[src/rtl/sample_framer.sv]
module sample_framer #(
  parameter int CHANNELS = 6,
  parameter int OVR_W = 8,
  parameter logic [7:0] SYNC_HI = 8'hA5,
  parameter logic [7:0] SYNC_LO = 8'h5A
) (
  input  logic                     clk,
  input  logic                     rst_n,
  input  logic                     start,
  input  logic [7:0]               version,
  input  logic [3:0]               buttons,
  input  logic [CHANNELS*16-1:0]   samples,
  output logic                     busy,
  output logic                     tx_valid,
  input  logic                     tx_ready,
  output logic [7:0]               tx_data,
  output logic [OVR_W-1:0]         overrun_count
);

  localparam int NBYTES = 5 + 2 * CHANNELS;
  localparam int IDX_W  = $clog2(NBYTES);
  localparam int CH_BASE = 4;
  localparam logic [IDX_W-1:0] LAST = IDX_W'(NBYTES - 1);

  logic                   busy_q;
  logic [IDX_W-1:0]       idx;
  logic [7:0]             fno;
  logic [7:0]             ver_q;
  logic [3:0]             btn_q;
  logic [CHANNELS*16-1:0] smp_q;
  logic [7:0]             frame_b [NBYTES];

  wire fire = busy_q & tx_ready;
  wire done = fire & (idx == LAST);

  assign busy     = busy_q;
  assign tx_valid = busy_q;

  always_ff @(posedge clk) begin
    if (!rst_n) begin
      busy_q <= 1'b0;
      idx    <= '0;
      fno    <= '0;
      ver_q  <= '0;
      btn_q  <= '0;
      smp_q  <= '0;
    end else if (!busy_q && start) begin
      busy_q <= 1'b1;
      idx    <= '0;
      ver_q  <= version;
      btn_q  <= buttons;
      smp_q  <= samples;
    end else if (done) begin
      busy_q <= 1'b0;
      idx    <= '0;
      fno    <= fno + 8'd1;
    end else if (fire) begin
      idx <= idx + 1'b1;
    end
  end

  always_ff @(posedge clk) begin
    if (!rst_n)
      overrun_count <= '0;
    else if (busy_q && start && overrun_count != {OVR_W{1'b1}})
      overrun_count <= overrun_count + 1'b1;
  end

  assign frame_b[0] = SYNC_HI;
  assign frame_b[1] = SYNC_LO;
  assign frame_b[2] = ver_q;
  assign frame_b[3] = fno;
  assign frame_b[NBYTES-1] = {4'b0000, btn_q};

  for (genvar g = 0; g < CHANNELS; g++) begin : g_chan
    assign frame_b[CH_BASE + 2*g]     = smp_q[16*g +: 8];
    assign frame_b[CH_BASE + 2*g + 1] = smp_q[16*g + 8 +: 8];
  end

  assign tx_data = frame_b[idx];

  AST_STALL_HOLD: assert property (@(posedge clk) disable iff (!rst_n)
    tx_valid && !tx_ready |=> tx_valid && $stable(tx_data));
  AST_START_SYNC: assert property (@(posedge clk) disable iff (!rst_n)
    $rose(busy) |-> tx_data == SYNC_HI);
  AST_IDLE_START: assert property (@(posedge clk) disable iff (!rst_n)
    !busy && start |=> busy);
  AST_FNO_STEP: assert property (@(posedge clk) disable iff (!rst_n)
    done |=> fno == $past(fno) + 8'd1 && !busy);
  AST_OVR_MONO: assert property (@(posedge clk) disable iff (!rst_n)
    !(busy && start) |=> $stable(overrun_count));
  AST_IDX_RANGE: assert property (@(posedge clk) disable iff (!rst_n)
    busy |-> idx <= LAST);

endmodule

[config.mk]
export PLATFORM = sky130hd
export DESIGN_NAME = sample_framer
export DESIGN_NICKNAME = d
export VERILOG_FILES = /design/src/rtl/sample_framer.sv
export SDC_FILE = /design/constraint.sdc
export NUM_CORES = 1
export LEC_CHECK = 0
export BUFFER_PORTS_ARGS = -buffer_cell sky130_fd_sc_hd__buf_4
export CAP_MARGIN = 5
export CORE_MARGIN = 4
export CORE_UTILIZATION = 25
export DETAILED_ROUTE_END_ITERATION = 10
export PLACE_DENSITY = 0.45
export REMOVE_ABC_BUFFERS = 1
export SETUP_SLACK_MARGIN = 0.3
export SLEW_MARGIN = 20
export SYNTH_ARGS = -nofsm -noshare
export SYNTH_HDL_FRONTEND = slang
export SYNTH_SLANG_ARGS = --single-unit
[constraint.sdc]
create_clock -name clk -period 3.41 [get_ports clk]
set_input_delay 0.1705 -clock clk [delete_from_list [all_inputs] [get_ports clk]]
set_output_delay 0.1705 -clock clk [all_outputs]
set_load 0.02 [all_outputs]
; ---- Yosys cells after proc, flatten, opt, wreduce, memory -nomap -nowiden
; Index checks and enable logic that the tools add are counted.
[classes]
n_addsub = 3
order_cmp = 1
eq_ne = 2
muxes = 5
n_bitwise = 5
reduce_logical = 7
[ops]
columns = cell, n
row1 = 8-bit binary-select mux with 5-bit select, 1
row2 = 8-bit by 1-bit adder with 8-bit output (second input constant), 2
row3 = 8-bit two-way mux, 2
row4 = 8-bit inequality test (second input constant), 1
row5 = 6-bit >= comparator (second input constant), 1
row6 = 5-bit NOT with 6-bit output, 1
row7 = 5-bit by 1-bit adder with 5-bit output (second input constant), 1
row8 = 5-bit == test (second input constant), 1
row9 = 1-bit logical AND, 3
row10 = 3-bit OR reduction, 1
row11 = 1-bit AND, 2
row12 = 1-bit two-way mux, 2
row13 = 1-bit NOT, 2
row14 = 2-bit AND reduction, 1
row15 = 2-bit nonzero test, 1
row16 = 1-bit logical NOT, 1
[word_totals]
reg_bits = 130
in_bits = 112
out_inout_bits = 18
elab_cells = 30

; ---- Longest topological paths before layout
[logic_depth]
ltp_word = 4
ltp_mapped = 9
depth_no_buf = 6

; ---- Least setup slack after synthesis
; No wires, ideal clock.
[synth_timing]
path_kind = register to register
from = register idx[1]
to = register fno[7]
setup_ns = 0.070
arrival_ns = 2.112
t_required_ns = 3.340
slack_ns = 1.228
stages_incl_launch_ff = 10
n_path_buf = 3
synth_period_minus_slack_ns = 2.182
cell_sequence = dfxtp_1 -> buf_2 -> buf_2 -> buf_2 -> inv_1 -> ha_1 -> nand2b_4 -> or3_1 -> or4_1 -> a21oi_1
[synth_via]
elab_chain_cells = 3
[synth_lines]
columns = element, line
row1 = "start, declared", 26  ; logic [IDX_W-1:0] idx;
row2 = "start signal, assigned", 58  ; idx <= idx + 1'b1;
row3 = 5-bit == test, 34  ; wire done = fire & (idx == LAST);
row4 = 1-bit AND, 34
row5 = 2-bit AND reduction (no source line), n/a
row6 = "end signal, assigned", 56  ; fno <= fno + 8'd1;
row7 = "end, declared", 27  ; logic [7:0] fno;
; Every way passes these cells.
; A chain may end at the register's enable or synchronous reset.

; ---- Final worst setup path
[layout_timing]
from = register idx[1]
to = output tx_data[5]
[layout_via]
elab_chain_cells = 4
[layout_lines]
columns = element, line
row1 = 5-bit NOT with 6-bit output (implied by the code), 80  ; assign tx_data = frame_b[idx];
row2 = 8-bit binary-select mux with 5-bit select, 80
row3 = 8-bit two-way mux (implied by the code) (2 in a row), 80
row4 = "end, declared", 16  ; output logic [7:0] tx_data,
; Every way passes these cells. The select of a mux whose other input is x is not followed.

==> impl_metrics.tcl <==
set metrics [dict create \
    final_cell_mix "234 x nand2_1, 134 x buf_4, 128 x dfxtp_1" \
    grtUsageTotal_pct 13.2 \
    final_common_cell "nand2_1" \
    placed_area_um2 6900 \
    final_util_pct 37.1 \
    synth_warnings 0 \
    die_y_um 159 \
    fin_crit_ns 2.73 \
    final_hold_viol_count 0 \
    postRouteAntennaNets 0 \
    finalSetupViolCount 0 \
    nets 983 \
    syn-instance-count 692 \
    routedWlPerCell_um 14.4 \
    drive_gt1_share_pct 22.6 \
    io_pins 130 \
    synth-xor-area-share_pct 2.00 \
    die_area_um2 25300 \
    ys_seq_area_share_pct 45.7 \
    fp-row-count 54 \
    yosys_most_used_dff "dfxtp_1" \
    synth-adder-area-share_pct 0.878 \
    clockBufferDepth 2 \
    grt_pass1_wl_um 27200 \
    dr.pass1.iters 4 \
    skew_ns 0.00994 \
    postSynth.asyncResetShare_pct 0 \
    crit_path_end_kind "primary output" \
    die_w_um 159 \
    cts_inserted_buffers 17 \
    vdd_ir_drop_max_uv 266 \
    dpl_worst_slack_ns 1.02 \
    gp_congestion 0.752 \
    synth_mux_area_share_pct 9.62 \
    grt_pass1_vias 5199 \
    hp-class "in2reg" \
    portBuffers 129 \
    drt_iter0_drc 271 \
    drv_slew 0 \
    setup_ws_ns 0.679 \
    holdWs_ns 0.0132 \
    powerDensity_nw_per_um2 468 \
    tns_ns 0 \
    viasPerCell 4.48 \
    cts_max_level 4 \
    maxCapViolCount 0 \
    worstMarginPinSlew_ns 0.769 \
    design.core.area_um2 22100 \
    overflow 0 \
    synth_seq_cells 130 \
    avgSynthCellArea_um2 8.24 \
    clk_latency_ns 0.42 \
    worstSetupStartpointType "flip-flop" \
    drt_wl_total_um 16700 \
    final_area_um2 8190 \
    areaGrowthSynthToFinish_pct 43.6 \
    clk_pin_slew_worst_paths_ns 0.06 \
    vias 5197 \
    required_ns 3.24 \
    dp_hpwl_um 11300 \
    cts_tree "yes" \
    diodes 0 \
    synth_simple_gate_area_share_pct 22.7 \
    initial_core_util_pct 25.8 \
    synth_cell_types 46 \
    drc_errors 0 \
    p_leak_nw 3.21 \
    cts.sinks 130 \
    antenna_found_initial 0 \
    status "finished clean" \
    relSlewSlack_pct 48.5 \
    synth_top_family_by_area "simple AND/OR/NAND/NOR gates" \
    grt_max_degree 72 \
    fmax_mhz 366 \
    setup.worst_path.class "reg2out" \
    synth-edff-count 0 \
    cts-root-buf "clkbuf_16" \
    synth_compound_area_share_pct 15.0 \
    rsz0062_at_grt "no" \
    synth_area_um2 5700 \
    cp.arrival_ns 2.56 \
    path_max_fanout 29 \
    fin_crit_sh_pct 80.1 \
]
where the power goes:
group / internal, mW / leakage [nW] / switching [mW] / total [mW]
combinational: 0.235 / 1.88 / 0.193 / 0.429
clock: 1.03 / 0.271 / 0.729 / 1.76
sequential: 1.59 / 1.07 / 0.0518 / 1.65
synth_stat cells, drive strengths merged (5+ instances only):
cell type  number  area, um^2
xor2            5        43.8
nor2           23        86.3
xnor2           8        70.1
a22oi           6        45.0
mux2i          12         120
dfxtp         130        2600
nand3           9        45.0
buf            20        97.6
a21oi         112         561
nor2b           5        31.3
nand2         234         878
a221o           6        60.1
clkbuf         32         120
mux4           16         360
nand2b          6        45.0
inv             5        18.8
mux2            6        67.6
nor3            9        45.0
state kept, by name (all words and copies together) (netlist names):
| signal | flops |
|---|---|
| fno | 8 |
| overrun_count | 8 |
| busy | 1 |
| idx | 5 |
| ver_q | 8 |
| smp_q | 96 |
| btn_q | 4 |
per-layer routing:
layer / GRT usage (%) / up-vias / share of wire, %
met5: 0 / - / 0
met4: 4.26 / 0 / 1.3
met3: 2.95 / 18 / 3.5
met2: 20.5 / 93 / 45
met1: 18.2 / 2372 / 50
li1: - / 2714 / -
area by class of cell:
type	instances	area [um^2]
tap	280	350
multi-input combinational	505	2880
clock inverter	13	126
fill	2295	13900
sequential	130	2610
clock buffer	18	439
timing repair buffer	208	1770
inverter	5	21.3
kinds of logic (layout without fill, tap and decap cells):
| kind of cell | after synthesis | in the layout |
|---|---|---|
| DFF | 130 | 130 |
| adders and majority gates | 4 | 4 |
| muxes | 34 | 34 |
| and+or+nand+nor | 305 | 305 |
| AOI/OAI and AO/OA | 149 | 149 |
| buffers and inverters | 57 | 244 |
| xor gates and xnor gates | 13 | 13 |
through the flow:
stage,std cells,power (mW)
after global placement,1056,2.05
after CTS,1159,3.89
after detailed placement,1056,2.05
after global routing,1159,4.01
after floorplan,640,1.86
final,1159,3.83
what timing repair did:
action | in CTS | in global routing
buffers inserted | 0 | 0
endpoints found under the setup margin | 0 | 0
endpoints found under the hold margin | 72 | 0
hold buffers | 72 | 0
gates resized for setup | 0 | 0
worst max-delay path, stage by stage (launching register included):
cell and delay (ns):
dfxtp_2 0.81, nor2b_1 0.35, a221o_1 0.39, a21oi_1 0.24, a221o_1 0.20, buf_4 0.15
path summary, 6_finish.rpt:
kind         depth (start not counted)   startpoint  slack, ns    endpoint
max                                  5       idx[1]       0.68  tx_data[5]
min                                  3  samples[21]       0.01   smp_q[21]
max reg2reg                          6       idx[1]       1.28      fno[7]
min reg2reg                          2     ver_q[1]       0.45    ver_q[1]
Power figures use the tool's default switching activity.
